**src/rtl/xcvr_pkg.sv**
```systemverilog
// Package: shared defaults and the direction type for the parity transceiver.
// Assumes: nothing beyond IEEE 1800-2017.
package xcvr_pkg;

    localparam int unsigned DEF_WIDTH    = 8;
    localparam int unsigned DEF_SECTIONS = 2;

    // Direction of a section; the encoding matches the sec_tx input level.
    typedef enum logic {
        DIR_RX = 1'b0,
        DIR_TX = 1'b1
    } dir_e;

endpackage

```
**src/rtl/parity_tree.sv**
```systemverilog
// Module: parity_tree
// Computes the XOR of all bits of a word as a linear chain built by generate.
// Assumes: W >= 1. Output is 1 when the word holds an odd number of ones.
module parity_tree #(
    parameter int unsigned W = 8
) (
    input  logic [W-1:0] data,
    output logic         odd_out
);

    logic [W-1:0] chain;

    // Seed the chain with the lowest bit.
    assign chain[0] = data[0];

    generate
        for (genvar i = 1; i < W; i++) begin : g_link
            // Fold one more bit into the running XOR.
            assign chain[i] = chain[i-1] ^ data[i];
        end
    endgenerate

    assign odd_out = chain[W-1];

endmodule

```
**src/rtl/xcvr_section.sv**
```systemverilog
// Module: xcvr_section
// One transceiver section: steers data A->B or B->A, generates parity from
// the A side in transmit, checks the B side against the incoming parity in
// receive, and releases every driver when the float input is high.
// Assumes: purely combinational; undriven output values are forced to zero.
module xcvr_section
    import xcvr_pkg::*;
#(
    parameter int unsigned W = DEF_WIDTH
) (
    input  logic         tx,
    input  logic         flt,
    input  logic         odd,
    input  logic [W-1:0] a_in,
    input  logic [W-1:0] b_in,
    input  logic         par_in,
    output logic [W-1:0] a_out,
    output logic         a_oe,
    output logic [W-1:0] b_out,
    output logic         b_oe,
    output logic         par_out,
    output logic         par_oe,
    output logic         err_n
);

    dir_e         dir;
    logic         a_xor;
    logic         gen_par;
    logic [W-1:0] chk_data;
    logic         chk_par;
    logic         chk_xor;
    logic         sense_ok;

    assign dir = tx ? DIR_TX : DIR_RX;

    // XOR of the A-side word feeds the generator.
    parity_tree #(.W(W)) u_gen_tree (
        .data    (a_in),
        .odd_out (a_xor)
    );

    // Generated bit: flip the raw XOR when odd sense is wanted.
    assign gen_par = a_xor ^ odd;

    // Pick the word and parity bit the checker looks at for this direction.
    always_comb begin
        if (dir == DIR_TX) begin
            chk_data = a_in;
            chk_par  = gen_par;
        end else begin
            chk_data = b_in;
            chk_par  = par_in;
        end
    end

    parity_tree #(.W(W)) u_chk_tree (
        .data    (chk_data),
        .odd_out (chk_xor)
    );

    // The nine-bit XOR must equal the chosen sense for the word to pass.
    assign sense_ok = ((chk_xor ^ chk_par) == odd);

    // Drive enables follow direction unless the section is released.
    always_comb begin
        a_oe   = !flt && (dir == DIR_RX);
        b_oe   = !flt && (dir == DIR_TX);
        par_oe = !flt && (dir == DIR_TX);
    end

    // Output values are gated by their enables so idle lanes read zero.
    always_comb begin
        a_out   = a_oe   ? b_in    : '0;
        b_out   = b_oe   ? a_in    : '0;
        par_out = par_oe ? gen_par : 1'b0;
    end

    // Error is held off while released; otherwise it reports the check.
    assign err_n = flt | sense_ok;

endmodule

```
**src/rtl/parity_xcvr.sv**
```systemverilog
// Module: parity_xcvr (top)
// A set of S independent parity transceiver sections, each W bits wide,
// with every bidirectional line split into input, output and enable.
// Assumes: purely combinational; section i owns data slice [W*i +: W] and
// bit i of every per-section vector.
module parity_xcvr
    import xcvr_pkg::*;
#(
    parameter int unsigned W = DEF_WIDTH,
    parameter int unsigned S = DEF_SECTIONS
) (
    input  logic [S-1:0]   sec_tx,
    input  logic [S-1:0]   sec_float,
    input  logic [S-1:0]   sec_odd,
    input  logic [S*W-1:0] a_in,
    output logic [S*W-1:0] a_out,
    output logic [S-1:0]   a_oe,
    input  logic [S*W-1:0] b_in,
    output logic [S*W-1:0] b_out,
    output logic [S-1:0]   b_oe,
    input  logic [S-1:0]   par_in,
    output logic [S-1:0]   par_out,
    output logic [S-1:0]   par_oe,
    output logic [S-1:0]   err_n
);

    generate
        for (genvar s = 0; s < S; s++) begin : g_sec
            // One section per slice; no signal crosses between slices.
            xcvr_section #(.W(W)) u_sec (
                .tx      (sec_tx[s]),
                .flt     (sec_float[s]),
                .odd     (sec_odd[s]),
                .a_in    (a_in[W*s +: W]),
                .b_in    (b_in[W*s +: W]),
                .par_in  (par_in[s]),
                .a_out   (a_out[W*s +: W]),
                .a_oe    (a_oe[s]),
                .b_out   (b_out[W*s +: W]),
                .b_oe    (b_oe[s]),
                .par_out (par_out[s]),
                .par_oe  (par_oe[s]),
                .err_n   (err_n[s])
            );
        end
    endgenerate

endmodule

```
**config.mk**
```make
export PLATFORM = sky130hd
export DESIGN_NAME = parity_xcvr
export DESIGN_NICKNAME = d
export VERILOG_FILES = /design/src/rtl/xcvr_pkg.sv /design/src/rtl/parity_tree.sv /design/src/rtl/xcvr_section.sv /design/src/rtl/parity_xcvr.sv
export SDC_FILE = /design/constraint.sdc
export NUM_CORES = 1
export LEC_CHECK = 0
export BUFFER_PORTS_ARGS = -buffer_cell sky130_fd_sc_hd__buf_2
export CAP_MARGIN = 20
export CORE_MARGIN = 2
export CORE_UTILIZATION = 35
export DETAILED_ROUTE_END_ITERATION = 7
export GPL_TIMING_DRIVEN = 0
export PLACE_DENSITY = 0.79
export SLEW_MARGIN = 25
export SYNTH_ARGS = -nofsm -noshare
export SYNTH_HDL_FRONTEND = slang
export SYNTH_SLANG_ARGS = --single-unit
export TNS_END_PERCENT = 50
```
**constraint.sdc**
```tcl
create_clock -name vclk -period 4.8
set_clock_uncertainty 0.2 [all_clocks]
set_input_delay 1.44 -clock vclk [all_inputs]
set_output_delay 1.44 -clock vclk [all_outputs]
set_load 0.02 [all_outputs]
```
---- After elaboration in Yosys (flattened, before gate mapping) ----
Cells that the tools add are included.
storage, ports and cells
  register bits ........................... 0
operators by class
  eq/ne operators ......................... 2
  reduce and logical (&&, ||, !) cells .... 6
  bitwise operators ....................... 36
  mux-type cells .......................... 12
operator list
  operator           number
  8-bit 2-to-1 mux   6
  1-bit bitwise XOR  32
  1-bit 2-to-1 mux   6
  1-bit logical AND  4
  1-bit == test      2
  1-bit logical NOT  2
  1-bit NOT          2
  1-bit bitwise OR   2

---- Logic depth before layout (Yosys ltp) ----
  word-level depth ........................ 12
  depth in mapped cells ................... 7
  mapped depth without buffers ............ 5

---- Cells and area by module ----
Synthesis repeated with hierarchy kept, for this count alone.
unflattened totals
  cell total of the unflattened synthesis .. 116
  area, all modules ....................... 764.5 um2
modules (own cells, without submodules)
  module                         cells an instance  instances  area an instance (um2)
  xcvr_section (g_sec[0].u_sec)  37                 1          270.3
  xcvr_section (g_sec[1].u_sec)  51                 1          249.0
  parity_tree                    7                  4          61.3

---- Worst setup path before layout ----
No wires, ideal clock.
  kind .................................... input-to-output
  from .................................... input a_in[6]
  to ...................................... output err_n[0]
  required time ........................... 3160 ps
  data arrival time ....................... 2822 ps
  path slack .............................. 338 ps
  stages .................................. 6
  path through ............................ xor2_1 > xor3_1 > mux2_4 > o21ai_2 > or3b_1 > buf_4
on the way
  word-level cells in the longest chain between the ends .. 7
  elaborated cells between the ends (all ways) .. 10
ends and longest elaborated chain
  item                             line                text
  start, declared                  parity_xcvr.sv:15   input logic [S*W-1:0] a_in,
  1-bit bitwise XOR (2 in series)  parity_tree.sv:19   assign chain[i] = chain[i-1] ^ data[i];
  1-bit bitwise XOR                xcvr_section.sv:43  assign gen_par = a_xor ^ odd;
  1-bit 2-to-1 mux                 xcvr_section.sv:47  if (dir == DIR_TX) begin
  1-bit bitwise XOR (*)            xcvr_section.sv:62  assign sense_ok = ((chk_xor ^ chk_par) == odd);
  1-bit == test (*)                xcvr_section.sv:62
  1-bit bitwise OR (*)             xcvr_section.sv:79  assign err_n = flt | sense_ok;
  end, declared                    parity_xcvr.sv:24   output logic [S-1:0] err_n
Mark *: on every way between the ends. The rest lies on a longest branch, timed or not.

---- Worst setup path in the final report ----
  from .................................... input a_in[9]
  to ...................................... output err_n[1]
on the way
  word-level cells in the longest chain between the ends .. 12
  elaborated cells between the ends (all ways) .. 20
ends and longest elaborated chain
  item                             line
  1-bit bitwise XOR (7 in series)  parity_tree.sv:19
  1-bit bitwise XOR                xcvr_section.sv:43
  1-bit 2-to-1 mux                 xcvr_section.sv:47
  1-bit bitwise XOR (*)            xcvr_section.sv:62
  1-bit == test (*)                xcvr_section.sv:62
  1-bit bitwise OR (*)             xcvr_section.sv:79
Marked as above.

==> results.json <==
{
  "mostFrequentLayoutCell": "buf_2",
  "ys_warn_count": 0,
  "multi_input_area_um2": 753,
  "setup_viol_count_final": 0,
  "ioPinCount": 82,
  "path_max_fanout": 2,
  "start_util_pct": 37.2,
  "yosys.area.top_type_share_pct": 24.4,
  "grt_pass1_vias": 873,
  "die-height_um": 52.5,
  "fin_crit_sh_pct": 98.9,
  "antenna_found_initial": 0,
  "drtIter0Drc": 5,
  "ff_latch_area_um2": 0,
  "worst_pin_slew_ns": 0.384,
  "endpoint_kind": "output pin",
  "crit_slowest_cell": "xor3_1",
  "maxCapViolCount": 0,
  "gp_routability_congestion": 0.660,
  "power_frac_clock_pct": 0,
  "worstHoldPathType": "in -> out",
  "crit_required_ns": 3.16,
  "yosysTopAreaCell": "and2_1",
  "grt_usage_pct": 13.9,
  "critPathBufInv": 3,
  "crit_path_frequent_cell": "buf_2",
  "rows": 17,
  "die_w_um": 52.5,
  "status": "completed",
  "avgViaCountPerCell": 4.47,
  "overflow": 0,
  "leakage_uw": 0.000769,
  "synthTopCellsByArea": "and2_1 24%, xnor2_1 15%, buf_4 9.1%",
  "finalHoldViolCount": 0,
  "sw_frac_of_total_pct": 45.8,
  "hold_buffers": 0,
  "mostFrequentLayoutCells": "79 x buf_2, 32 x and2_1, 12 x xnor2_1",
  "fp.dieArea_um2": 2750,
  "grt_pass1_wl_um": 3060,
  "power_uw": 178,
  "max-vdd-ir-drop_v": 0.0000735,
  "ant_nets": 0,
  "synthesis.nets": 142,
  "syn_avg_cell_area_um2": 8.06,
  "port_buffers": 80,
  "rsz0062_at_grt": "false",
  "route.vias.total": 943,
  "hpwlAfterDp_um": 1810,
  "fillers": 197,
  "wirelength_um": 2020,
  "slowest_delay_ns": 0.36,
  "critical_path.startpoint_type": "input port",
  "relSlewSlack_pct": 74.3,
  "critical_path_class": "in -> out",
  "timing.hold.ws_ns": 3.03,
  "drive_above_1_share_pct": 57.9,
  "min_period_ns": 4.75,
  "intPower_uw": 96.5,
  "drc": 0,
  "design_area_um2": 1320,
  "cp_top_family": "XOR/XNOR gates",
  "synthToLayoutAreaGrowth_pct": 60.0,
  "p_comb_share_pct": 100.0,
  "diodes": 0,
  "netlist_instances": 102,
  "nFlopsAndLatches": 0,
  "timing.fmax_mhz": 211,
  "grt_max_degree": 12,
  "switching_power_uw": 81.7,
  "clock_buffers": 0,
  "placed_area_um2": 1260,
  "ys_types": 20,
  "seq_area_frac_synth_pct": 0,
  "arrival_ns": 3.11,
  "cp_cell_sequence": "buf_2 > xnor2_4 > xor3_1 > mux2_4 > o21ai_2 > or3b_1 > buf_4 > buf_2",
  "nets": 225,
  "slew_violations": 0,
  "wl_per_cell_um": 9.55,
  "syn_area_um2": 822,
  "core_um2": 2210,
  "power.share.sequential_pct": 0,
  "fin_util_pct": 59.4,
  "power_density_nw_per_um2": 135,
  "first_pass_iters": 4
}
cells in the mapped netlist (all sizes together):
master / number
nand2: 2
nor2: 4
mux2i: 4
o21a: 2
xor2: 6
and2: 34
mux2: 4
o21ai: 2
clkbuf: 2
xnor2: 14
buf: 12
nor3: 4
nand2b: 2
or3b: 2
nor2b: 4
xor3: 2
xnor3: 2
final cells by class:
cell class / instances / area share, %
multi-input cells: 88 / 57.3
repair buffers: 81 / 31.5
plain buffers: 14 / 8.56
well taps: 28 / 2.66
logic make-up (layout without fill, tap and decap cells):
| group | after synthesis | in the layout | share of synthesized area, % |
|---|---|---|---|
| multiplexers | 8 | 8 | 11.7 |
| buffers and inverters | 14 | 95 | 13.7 |
| XOR/XNOR | 24 | 24 | 32.6 |
| AND/OR/NAND/NOR | 52 | 52 | 38.1 |
| AO/OA/AOI/OAI | 4 | 4 | 3.96 |
power groups by stage:
stage / sequential (uW) / combinational, uW / clock [uW]
floorplan: 0 / 121 / 0
global placement: 0 / 164 / 0
detailed placement: 0 / 169 / 0
CTS: 0 / 171 / 0
global route: 0 / 193 / 0
finish: 0 / 178 / 0
worst paths after layout:
kind	from	end	slack [ns]	cells after the start
worst max-delay path	a_in[9]	err_n[1]	0.05	8
worst min-delay path	a_in[2]	b_out[2]	3.03	3
layer usage:
metal,GRT usage (%),share of wire [%],vias up
met2,31.0,52,62
met4,0,0,0
li1,-,-,477
met5,0,0,-
met1,14.1,35,404
met3,0.857,12,0
repair_timing:
item,CTS,global route
gates resized for setup,2,6
pin swaps,0,3
endpoints found under the setup margin,1,2
setup buffers,0,1
through the flow:
stage / setup WS (ns) / instances / setup TNS [ns]
6_report: 0.0508 / 211 / 0
5_1_grt: 0.0121 / 211 / 0
4_1_cts: 0.0116 / 210 / 0
3_5_place_dp: -0.0684 / 210 / -0.0684
3_3_place_gp: -0.0243 / 210 / -0.0243
2_1_floorplan: 0.338 / 102 / 0
Power figures use the tool's default switching activity.
